<file path="src/rtl/sbus_pkg.sv">
package sbus_pkg;
   // Synchronized bus events, valid for one system clock
   typedef struct packed {
      logic rise;   // clock line went high
      logic fall;   // clock line went low
      logic rel;    // data rose while clock high
      logic cmd;    // data fell while clock high
   } bus_evt_t;
endpackage

</file>
<file path="src/rtl/sbus_sync.sv">
module sbus_sync #(
   parameter int unsigned STAGES  = 2,
   parameter logic        RST_VAL = 1'b1
) (
   input  logic clk,
   input  logic rst_n,
   input  logic d,
   output logic q
);
   logic [STAGES-1:0] chain;

   generate
      if (STAGES < 2) begin : g_bad_depth
         $error("sbus_sync needs at least two stages");
      end
      if (STAGES == 2) begin : g_two
         always_ff @(posedge clk or negedge rst_n) begin
            if (!rst_n) chain <= {STAGES{RST_VAL}};
            else        chain <= {chain[0], d};
         end
      end else begin : g_deep
         always_ff @(posedge clk or negedge rst_n) begin
            if (!rst_n) chain <= {STAGES{RST_VAL}};
            else        chain <= {chain[STAGES-2:0], d};
         end
      end
   endgenerate

   assign q = chain[STAGES-1];
endmodule

</file>
<file path="src/rtl/sbus_cond_det.sv">
module sbus_cond_det
   import sbus_pkg::*;
(
   input  logic     clk,
   input  logic     rst_n,
   input  logic     scl_s,
   input  logic     sda_s,
   output bus_evt_t evt
);
   logic scl_d, sda_d;

   // idle bus is pulled high, so history resets high
   always_ff @(posedge clk or negedge rst_n) begin
      if (!rst_n) begin
         scl_d <= 1'b1;
         sda_d <= 1'b1;
      end else begin
         scl_d <= scl_s;
         sda_d <= sda_s;
      end
   end

   always_comb begin
      evt.rise = scl_s & ~scl_d;
      evt.fall = ~scl_s & scl_d;
      // qualify against a clock level that held high on both samples
      evt.rel  = scl_s & scl_d & sda_s & ~sda_d;
      evt.cmd  = scl_s & scl_d & ~sda_s & sda_d;
   end
endmodule

</file>
<file path="src/rtl/sbus_slot_seq.sv">
module sbus_slot_seq
   import sbus_pkg::*;
#(
   parameter int unsigned BYTE_BITS = 8
) (
   input  logic     clk,
   input  logic     rst_n,
   input  bus_evt_t evt,
   input  logic     sda_s,
   input  logic     role_master,
   input  logic     ack_auto_en,
   input  logic     busy_en,
   input  logic     trig_ack,
   input  logic     tx_load,
   input  logic     sh_tx_bit,
   output logic     drv_lo,
   output logic     drv_busy,
   output logic     sh_advance,
   output logic     rx_strobe,
   output logic     rx_bit,
   output logic     bd_pulse,
   output logic     ack_seen
);
   localparam int unsigned CW        = $clog2(BYTE_BITS + 2);
   localparam logic [CW-1:0] LAST_D  = CW'(BYTE_BITS - 1);
   localparam logic [CW-1:0] ACK_SL  = CW'(BYTE_BITS);
   localparam logic [CW-1:0] TAIL    = CW'(BYTE_BITS + 1);

   logic [CW-1:0] cnt;
   logic          tx_active, ack_pend;
   logic          drv_data, drv_ack;

   always_ff @(posedge clk or negedge rst_n) begin
      if (!rst_n) begin
         cnt        <= '0;
         tx_active  <= 1'b0;
         ack_pend   <= 1'b0;
         drv_data   <= 1'b0;
         drv_ack    <= 1'b0;
         drv_busy   <= 1'b0;
         sh_advance <= 1'b0;
         rx_strobe  <= 1'b0;
         rx_bit     <= 1'b0;
         bd_pulse   <= 1'b0;
         ack_seen   <= 1'b0;
      end else begin
         sh_advance <= 1'b0;
         rx_strobe  <= 1'b0;
         bd_pulse   <= 1'b0;
         ack_seen   <= 1'b0;

         if (trig_ack) ack_pend <= 1'b1;

         if (evt.rel || evt.cmd) begin
            cnt      <= '0;
            drv_data <= 1'b0;
            drv_ack  <= 1'b0;
         end

         if (tx_load) begin
            tx_active <= 1'b1;
            cnt       <= '0;
         end

         if (evt.fall) begin
            if (tx_active && cnt < ACK_SL) begin
               drv_data   <= ~sh_tx_bit;
               sh_advance <= 1'b1;
            end else begin
               drv_data <= 1'b0;
            end
            if (cnt == ACK_SL && !tx_active && (ack_auto_en || ack_pend)) begin
               drv_ack  <= 1'b1;
               ack_pend <= 1'b0;
            end
            if (cnt == TAIL) begin
               cnt       <= '0;
               drv_ack   <= 1'b0;
               tx_active <= 1'b0;
               ack_pend  <= 1'b0;
               if (busy_en && !role_master) drv_busy <= 1'b1;
            end
         end

         if (evt.rise && cnt <= ACK_SL) begin
            cnt <= cnt + 1'b1;
            if (cnt < ACK_SL) begin
               rx_strobe <= 1'b1;
               rx_bit    <= sda_s;
            end
            if (cnt == LAST_D) bd_pulse <= 1'b1;
            if (cnt == ACK_SL && tx_active && !sda_s) ack_seen <= 1'b1;
         end

         if (!busy_en) drv_busy <= 1'b0;
      end
   end

   assign drv_lo = drv_data | drv_ack | drv_busy;
endmodule

</file>
<file path="src/rtl/sbus_ctl_engine.sv">
module sbus_ctl_engine
   import sbus_pkg::*;
#(
   parameter  int unsigned PINS        = 2,
   parameter  int unsigned SYNC_STAGES = 2,
   parameter  int unsigned BYTE_BITS   = 8,
   localparam int unsigned SELW        = (PINS > 1) ? $clog2(PINS) : 1
) (
   input  logic            clk,
   input  logic            rst_n,
   input  logic            role_master,
   input  logic [SELW-1:0] pin_sel,
   input  logic            scl_in,
   input  logic [PINS-1:0] sda_in,
   output logic [PINS-1:0] sda_oe,
   input  logic            ack_auto_en,
   input  logic            busy_en,
   input  logic            trig_rel,
   input  logic            trig_cmd,
   input  logic            trig_ack,
   input  logic            tx_load,
   input  logic            sh_tx_bit,
   output logic            sh_advance,
   output logic            rx_strobe,
   output logic            rx_bit,
   output logic            byte_done,
   output logic            byte_is_addr,
   output logic            flag_rel,
   output logic            flag_cmd,
   output logic            flag_ack
);
   generate
      if (PINS < 2) begin : g_bad_pins
         $error("sbus_ctl_engine needs at least two data pins");
      end
      if (BYTE_BITS < 2) begin : g_bad_bits
         $error("sbus_ctl_engine needs at least two bits per byte");
      end
   endgenerate

   logic     sda_mux, scl_s, sda_s;
   bus_evt_t ev;
   logic     ev_rel, ev_cmd, ev_rise;
   logic     seq_lo, drv_busy, bd_pulse, ack_seen;
   logic     gen_lo, rel_step, line_lo;

   assign sda_mux = sda_in[pin_sel];

   sbus_sync #(.STAGES(SYNC_STAGES), .RST_VAL(1'b1)) u_sync_scl (
      .clk(clk), .rst_n(rst_n), .d(scl_in), .q(scl_s));
   sbus_sync #(.STAGES(SYNC_STAGES), .RST_VAL(1'b1)) u_sync_sda (
      .clk(clk), .rst_n(rst_n), .d(sda_mux), .q(sda_s));

   sbus_cond_det u_det (.clk(clk), .rst_n(rst_n), .scl_s(scl_s), .sda_s(sda_s), .evt(ev));

   assign ev_rel  = ev.rel;
   assign ev_cmd  = ev.cmd;
   assign ev_rise = ev.rise;

   sbus_slot_seq #(.BYTE_BITS(BYTE_BITS)) u_seq (
      .clk(clk), .rst_n(rst_n), .evt(ev), .sda_s(sda_s),
      .role_master(role_master), .ack_auto_en(ack_auto_en), .busy_en(busy_en),
      .trig_ack(trig_ack), .tx_load(tx_load), .sh_tx_bit(sh_tx_bit),
      .drv_lo(seq_lo), .drv_busy(drv_busy), .sh_advance(sh_advance),
      .rx_strobe(rx_strobe), .rx_bit(rx_bit), .bd_pulse(bd_pulse), .ack_seen(ack_seen));

   // master-side condition generator; the bus clock is assumed high
   always_ff @(posedge clk or negedge rst_n) begin
      if (!rst_n) begin
         gen_lo   <= 1'b0;
         rel_step <= 1'b0;
      end else if (role_master && trig_cmd) begin
         gen_lo   <= 1'b1;
         rel_step <= 1'b0;
      end else if (role_master && trig_rel) begin
         gen_lo   <= 1'b1;   // guarantee a low before the release edge
         rel_step <= 1'b1;
      end else if (rel_step) begin
         gen_lo   <= 1'b0;
         rel_step <= 1'b0;
      end else if (ev.fall) begin
         gen_lo   <= 1'b0;
      end
   end

   always_ff @(posedge clk or negedge rst_n) begin
      if (!rst_n) begin
         flag_rel     <= 1'b0;
         flag_cmd     <= 1'b0;
         flag_ack     <= 1'b0;
         byte_done    <= 1'b0;
         byte_is_addr <= 1'b0;
      end else begin
         byte_done <= bd_pulse;
         if (bd_pulse) begin
            byte_is_addr <= flag_rel & flag_cmd;
            flag_rel     <= 1'b0;
         end
         if (ev_rel) begin
            flag_rel <= 1'b1;
            flag_cmd <= 1'b0;
         end
         if (ev_cmd) flag_cmd <= 1'b1;
         if (ack_seen) flag_ack <= 1'b1;
         if (tx_load)  flag_ack <= 1'b0;
      end
   end

   assign line_lo = seq_lo | gen_lo;

   for (genvar i = 0; i < PINS; i++) begin : g_pin
      assign sda_oe[i] = line_lo && (pin_sel == SELW'(i));
   end
endmodule

</file>
<file path="config.mk">
export PLATFORM = sky130hd
export DESIGN_NAME = sbus_ctl_engine
export DESIGN_NICKNAME = d
export VERILOG_FILES = /design/src/rtl/sbus_pkg.sv /design/src/rtl/sbus_sync.sv /design/src/rtl/sbus_cond_det.sv /design/src/rtl/sbus_slot_seq.sv /design/src/rtl/sbus_ctl_engine.sv
export SDC_FILE = /design/constraint.sdc
export NUM_CORES = 1
export LEC_CHECK = 0
export ABC_CLOCK_PERIOD_IN_PS = 2100
export BUFFER_PORTS_ARGS = -buffer_cell sky130_fd_sc_hd__buf_2
export CAP_MARGIN = 20
export CORE_UTILIZATION = 52
export DETAILED_ROUTE_END_ITERATION = 10
export PLACE_DENSITY = 0.77
export RECOVER_POWER = 50
export SLEW_MARGIN = 20
export SYNTH_ARGS = -nofsm -noshare
export SYNTH_HDL_FRONTEND = slang
export SYNTH_HIERARCHICAL = 1
export SYNTH_SLANG_ARGS = --single-unit
export TNS_END_PERCENT = 30
</file>
<file path="constraint.sdc">
create_clock -name clk -period 2.1 [get_ports clk]
set_clock_uncertainty 0.05 [all_clocks]
set_input_delay 0.105 -clock clk [delete_from_list [all_inputs] [get_ports clk]]
set_output_delay 0.105 -clock clk [all_outputs]
set_load 0.02 [all_outputs]
</file>
## Word-level counts from Yosys, hierarchy flattened

Cells that the tools add are included.

- Register bits after elaboration: 27
- Bits of input ports: 14
- Output and inout port bits: 10
- Logic and storage cells: 117

- $add $sub $neg: 1
- $lt $le $gt $ge: 3
- Equality and inequality tests: 6
- Muxes and demuxes: 45
- Bitwise gates (word level): 17
- Reductions and logical operators: 23

Operators with widths:

| operator | number |
|---|---|
| $mux W1 | 40 |
| $mux W4 | 5 |
| $logic_and A1 B1 Y1 | 11 |
| $and A1 B1 Y1 | 8 |
| $eq A4 B4 Y1 const B | 2 |
| $reduce_bool A2 Y1 | 4 |
| $ne A2 B1 Y1 const B | 3 |
| $not A1 Y1 | 6 |
| $add A4 B1 Y4 const B | 1 |
| $eq A4 B3 Y1 const B | 1 |
| $le A4 B4 Y1 const B | 1 |
| $lt A4 B4 Y1 const B | 1 |
| $reduce_bool A4 Y1 | 1 |
| $logic_not A1 Y1 | 3 |
| $or A1 B1 Y1 | 3 |
| $reduce_and A3 Y1 | 1 |
| $logic_or A1 B1 Y1 | 2 |
| $lt A1 B2 Y1 const B | 1 |
| $reduce_and A2 Y1 | 1 |

## Depth between registers and ports, before layout

- Depth after elaboration: 9
- Mapped depth: 5
- Mapped depth without buffers: 5

## Cells and area by module

The synthesis kept the hierarchy.

By module, submodules not included:

| module | instances | cells each | area an instance (um2) | sequential area each (um2) |
|---|---|---|---|---|
| sbus_slot_seq | 1 | 58 | 680.7 | 350.3 |
| sbus_ctl_engine | 1 | 25 | 269.0 | 175.2 |
| sbus_sync | 2 | 2 | 52.6 | 52.6 |
| sbus_cond_det | 1 | 6 | 85.1 | 52.6 |

## Worst setup path after synthesis

Ideal clock, no wire load.

- Path type: reg2reg
- From: register u_det.scl_d
- To: register u_seq.cnt[1]
- Library setup time: 0.125 ns
- Data arrival time: 1.423 ns
- Data required time: 1.925 ns
- Setup slack: 0.502 ns
- Stages on the path, launching flop included: 5
- Buffers on the path: 0
- Period minus slack after synthesis: 1.598 ns
- Cell sequence: dfstp_2 > nor2b_1 > nand4b_1 > and3_1 > mux2_2

RTL lines:

| element | line | RTL |
|---|---|---|
| start, declared | sbus_cond_det.sv:10 | `logic scl_d, sda_d;` |
| start signal, assigned | sbus_cond_det.sv:18 | `scl_d <= scl_s;` |
| end signal, assigned | sbus_slot_seq.sv:86 | `cnt <= cnt + 1'b1;` |
| end, declared | sbus_slot_seq.sv:29 | `logic [CW-1:0] cnt;` |

==> impl_metrics.env <==
export IMPL_finish_utilization_pct=71.06
export IMPL_critPathMaxStageDelay_ns=0.57
export IMPL_clk_latency_ns=0.32
export IMPL_synth_area_um2=1140
export IMPL_synth_edf_count=0
export IMPL_drtAntennaViolNets=0
export IMPL_yosysUniqueCellTypes=34
export IMPL_fin_area_um2=1423
export IMPL_synth_nets=110
export IMPL_cts_made_buffers=3
export IMPL_ctsHtreeMaxLevel=1
export IMPL_globalplace_congestion=0.8261
export IMPL_grt_max_degree=28
export IMPL_drive_gt1_share_pct=26.72
export IMPL_status="finished, final reports clean"
export IMPL_tightest_slew_ns=1.342
export IMPL_finalMaxSlewViolations=0
export IMPL_coreArea_um2=2002
export IMPL_drtIter0Drc=11
export IMPL_syn_area_per_cell_um2=12.26
export IMPL_vias_per_cell=5.329
export IMPL_cp_end_kind="flip-flop"
export IMPL_drc_errors=0
export IMPL_leakagePower_nw=0.7057
export IMPL_nets=149
export IMPL_postSynth_asyncResetShare_pct=100.0
export IMPL_post_cts_resized=0
export IMPL_first_pass_iters=4
export IMPL_pin_count=24
export IMPL_chipHeight_um=48.82
export IMPL_hold_path_endpoint="u_seq/drv_busy"
export IMPL_setup_tns_ns=0
export IMPL_cts_setup_buffers=0
export IMPL_wl_per_cell_um=13.32
export IMPL_cp_slowest_cell="dfstp_2"
export IMPL_min_period_over_period_pct=89.14
export IMPL_yosysWarnings=6
export IMPL_grt_pass1_vias=822
export IMPL_crit_chain="nor2b_1 > nand4b_1 > and3_1 > mux2_2"
export IMPL_criticalPathCategory="flip-flop to flip-flop"
export IMPL_syn2layout_area_growth_pct=24.81
export IMPL_seq_area_frac_synth_pct=59.93
export IMPL_power_per_cell_area_nw_per_um2=658.5
export IMPL_dieWidth_um=48.82
export IMPL_synth_ff_type="dfrtp_1"
export IMPL_ir_drop_mv=0.4598
export IMPL_hp_start="role_master"
export IMPL_hpwl_mm=1.459
export IMPL_hold_path_class="primary input to flip-flop"
export IMPL_reg2reg_to="u_seq/cnt[1]"
export IMPL_dp_cells=142
export IMPL_crit_fanout=7
export IMPL_dp_slack_ns=0.2999
export IMPL_relSlewSlack_pct=10.53
export IMPL_routed_wl_mm=2.105
export IMPL_cts_tree="yes"
export IMPL_numPortBuffers=23
export IMPL_grt_pass1_wl_mm=3.429
export IMPL_start_util_pct=56.94
export IMPL_worstPathArrival_ns=2.04
export IMPL_r2r_slack_ns=0.23
export IMPL_required_ns=2.27
export IMPL_grt_usage_pct=19.43
export IMPL_setup_slack_ns=0.2281
export IMPL_maxCapViolations=0
export IMPL_r2r_cells=4
export IMPL_ys_ff_latch=27
export IMPL_antenna_found_initial=0
export IMPL_setup_viol=0
export IMPL_rsz0062_at_grt="false"
export IMPL_r2r_start="u_det/scl_d"
export IMPL_hold_path_depth=3
export IMPL_crit_path_start_kind="flip-flop"
export IMPL_vias=842
export IMPL_grt_remaining_overflow=0
export IMPL_dieArea_um2=2383
export IMPL_root_buffer="clkbuf_4"
export IMPL_dpl_instance_area_um2=1277
export IMPL_cts_max_path_buffers=2
export IMPL_postSynthCellCount=93
export IMPL_finalHoldViolCount=0
export IMPL_num_antenna_cells=0
export IMPL_fin_cells=158
export IMPL_fin_crit_ns=1.872
export IMPL_clkSinkCount=27
export IMPL_max_freq_ghz=0.5342
export IMPL_clkTransAtPathRegs_ns=0.13
export IMPL_row_count=16
-- metrics by stage --
| stage | hold WS, ns | total power, mW |
|---|---|---|
| final | 0.06229 | 0.9368 |
| after global routing | 0.04194 | 0.9885 |
| after CTS | 0.05255 | 0.9476 |
| after detailed placement | 0.08257 | 0.7156 |
| after global placement | 0.07389 | 0.7089 |
| after floorplan | -0.2406 | 0.6581 |
-- Yosys cell counts, drive strengths merged, types with 2 or more instances --
library cell	n	area [um2]
and3	2	13.77
and4b	2	20.02
inv	8	30.03
nor2	9	33.78
o21a	2	15.01
nand3b	2	27.53
mux2	3	37.53
dfstp	6	157.7
nand2	3	11.26
nand2b	3	18.77
nand3	2	10.01
dfrtp	21	525.5
o21ai	5	25.02
ha	3	37.54
nand4b	3	26.28
a21o	2	15.01
nor2b	3	18.77
-- repair_timing --
| action | CTS | global route |
|---|---|---|
| endpoints found under the setup margin | 0 | 0 |
| endpoints found under the hold margin | 29 | 0 |
| hold buffers | 12 | 0 |
-- worst max-delay path: cells and delay by family, from the launching register on --
kind             cells  cell delay, ns
and+or+nand+nor      3            0.90
DFF                  1            0.57
muxes                1            0.26
-- registers in the layout, summed over array words and instances, names as in the netlist --
signal            flops
byte_done             1
byte_is_addr          1
flag_ack              1
flag_cmd              1
flag_rel              1
gen_lo                1
rel_step              1
u_det/scl_d           1
u_det/sda_d           1
u_seq/ack_pend        1
u_seq/ack_seen        1
u_seq/bd_pulse        1
u_seq/cnt             4
u_seq/drv_ack         1
u_seq/drv_busy        1
u_seq/drv_data        1
u_seq/rx_bit          1
u_seq/rx_strobe       1
u_seq/sh_advance      1
u_seq/tx_active       1
u_sync_scl/chain      2
u_sync_sda/chain      2
-- final cells by class --
cell class | count | area (um2)
flip-flops and latches | 27 | 683.2
fillers | 155 | 579.3
multi-input cells | 57 | 415.4
repair buffers | 35 | 234.0
well taps | 27 | 33.78
inverters | 8 | 30.03
clock buffers | 4 | 26.28
-- logic make-up (layout without fill, tap and decap cells) --
logic type	Yosys count	in the layout	synth area share, %
fa+ha+maj	3	3	3.293
buf+inv	9	47	3.622
flops	27	27	59.93
simple gates	35	35	20.09
mux	4	4	4.171
compound gates	15	15	8.891
-- worst max path at each step --
stage | depth (start not counted) | slack (ns) | from | end
finish | 4 | 0.23 | u_det/scl_d | u_seq/cnt[1]
floorplan | 4 | 0.50 | u_det/scl_d | u_seq/cnt[1]
global placement | 4 | 0.38 | u_det/scl_d | u_seq/cnt[1]
detailed placement | 4 | 0.30 | u_det/scl_d | u_seq/cnt[1]
CTS | 4 | 0.25 | u_det/scl_d | u_seq/cnt[1]
global route | 4 | 0.12 | u_det/scl_d | u_seq/cnt[1]
-- routing by layer --
layer	global-route usage, %	up-vias	part of all wire, %	wire length (um)
met4	8.824	0	0.81	17
met2	34.72	25	50	1061
met1	23.04	420	45	937
met5	0	-	0	0
li1	-	395	-	-
met3	2.804	2	4.2	89
-- layout by cell type, fill, tap and decap left out, types with 2 or more instances in the layout --
cell type and n:
nand2_1 3, o21ai_0 5, nand2b_1 3, nand4b_1 3
clkbuf_4 3, o21a_1 2, ha_1 3, a21o_1 2
buf_2 22, nor2b_1 3, clkbuf_1 2, and4b_1 2
mux2_2 2, dfrtp_1 21, nand3_1 2, dfstp_1 2
dlygate4sd3_1 12, dfstp_2 4, inv_1 8, nor2_1 9
-- where the power goes --
group	internal [mW]	total [mW]	switching (mW)
combinational	0.0677	0.144	0.0768
clock	0.0743	0.214	0.140
sequential	0.555	0.578	0.0231
total	0.697	0.937	0.240
Note: power is estimated with default switching activity, not from simulation.
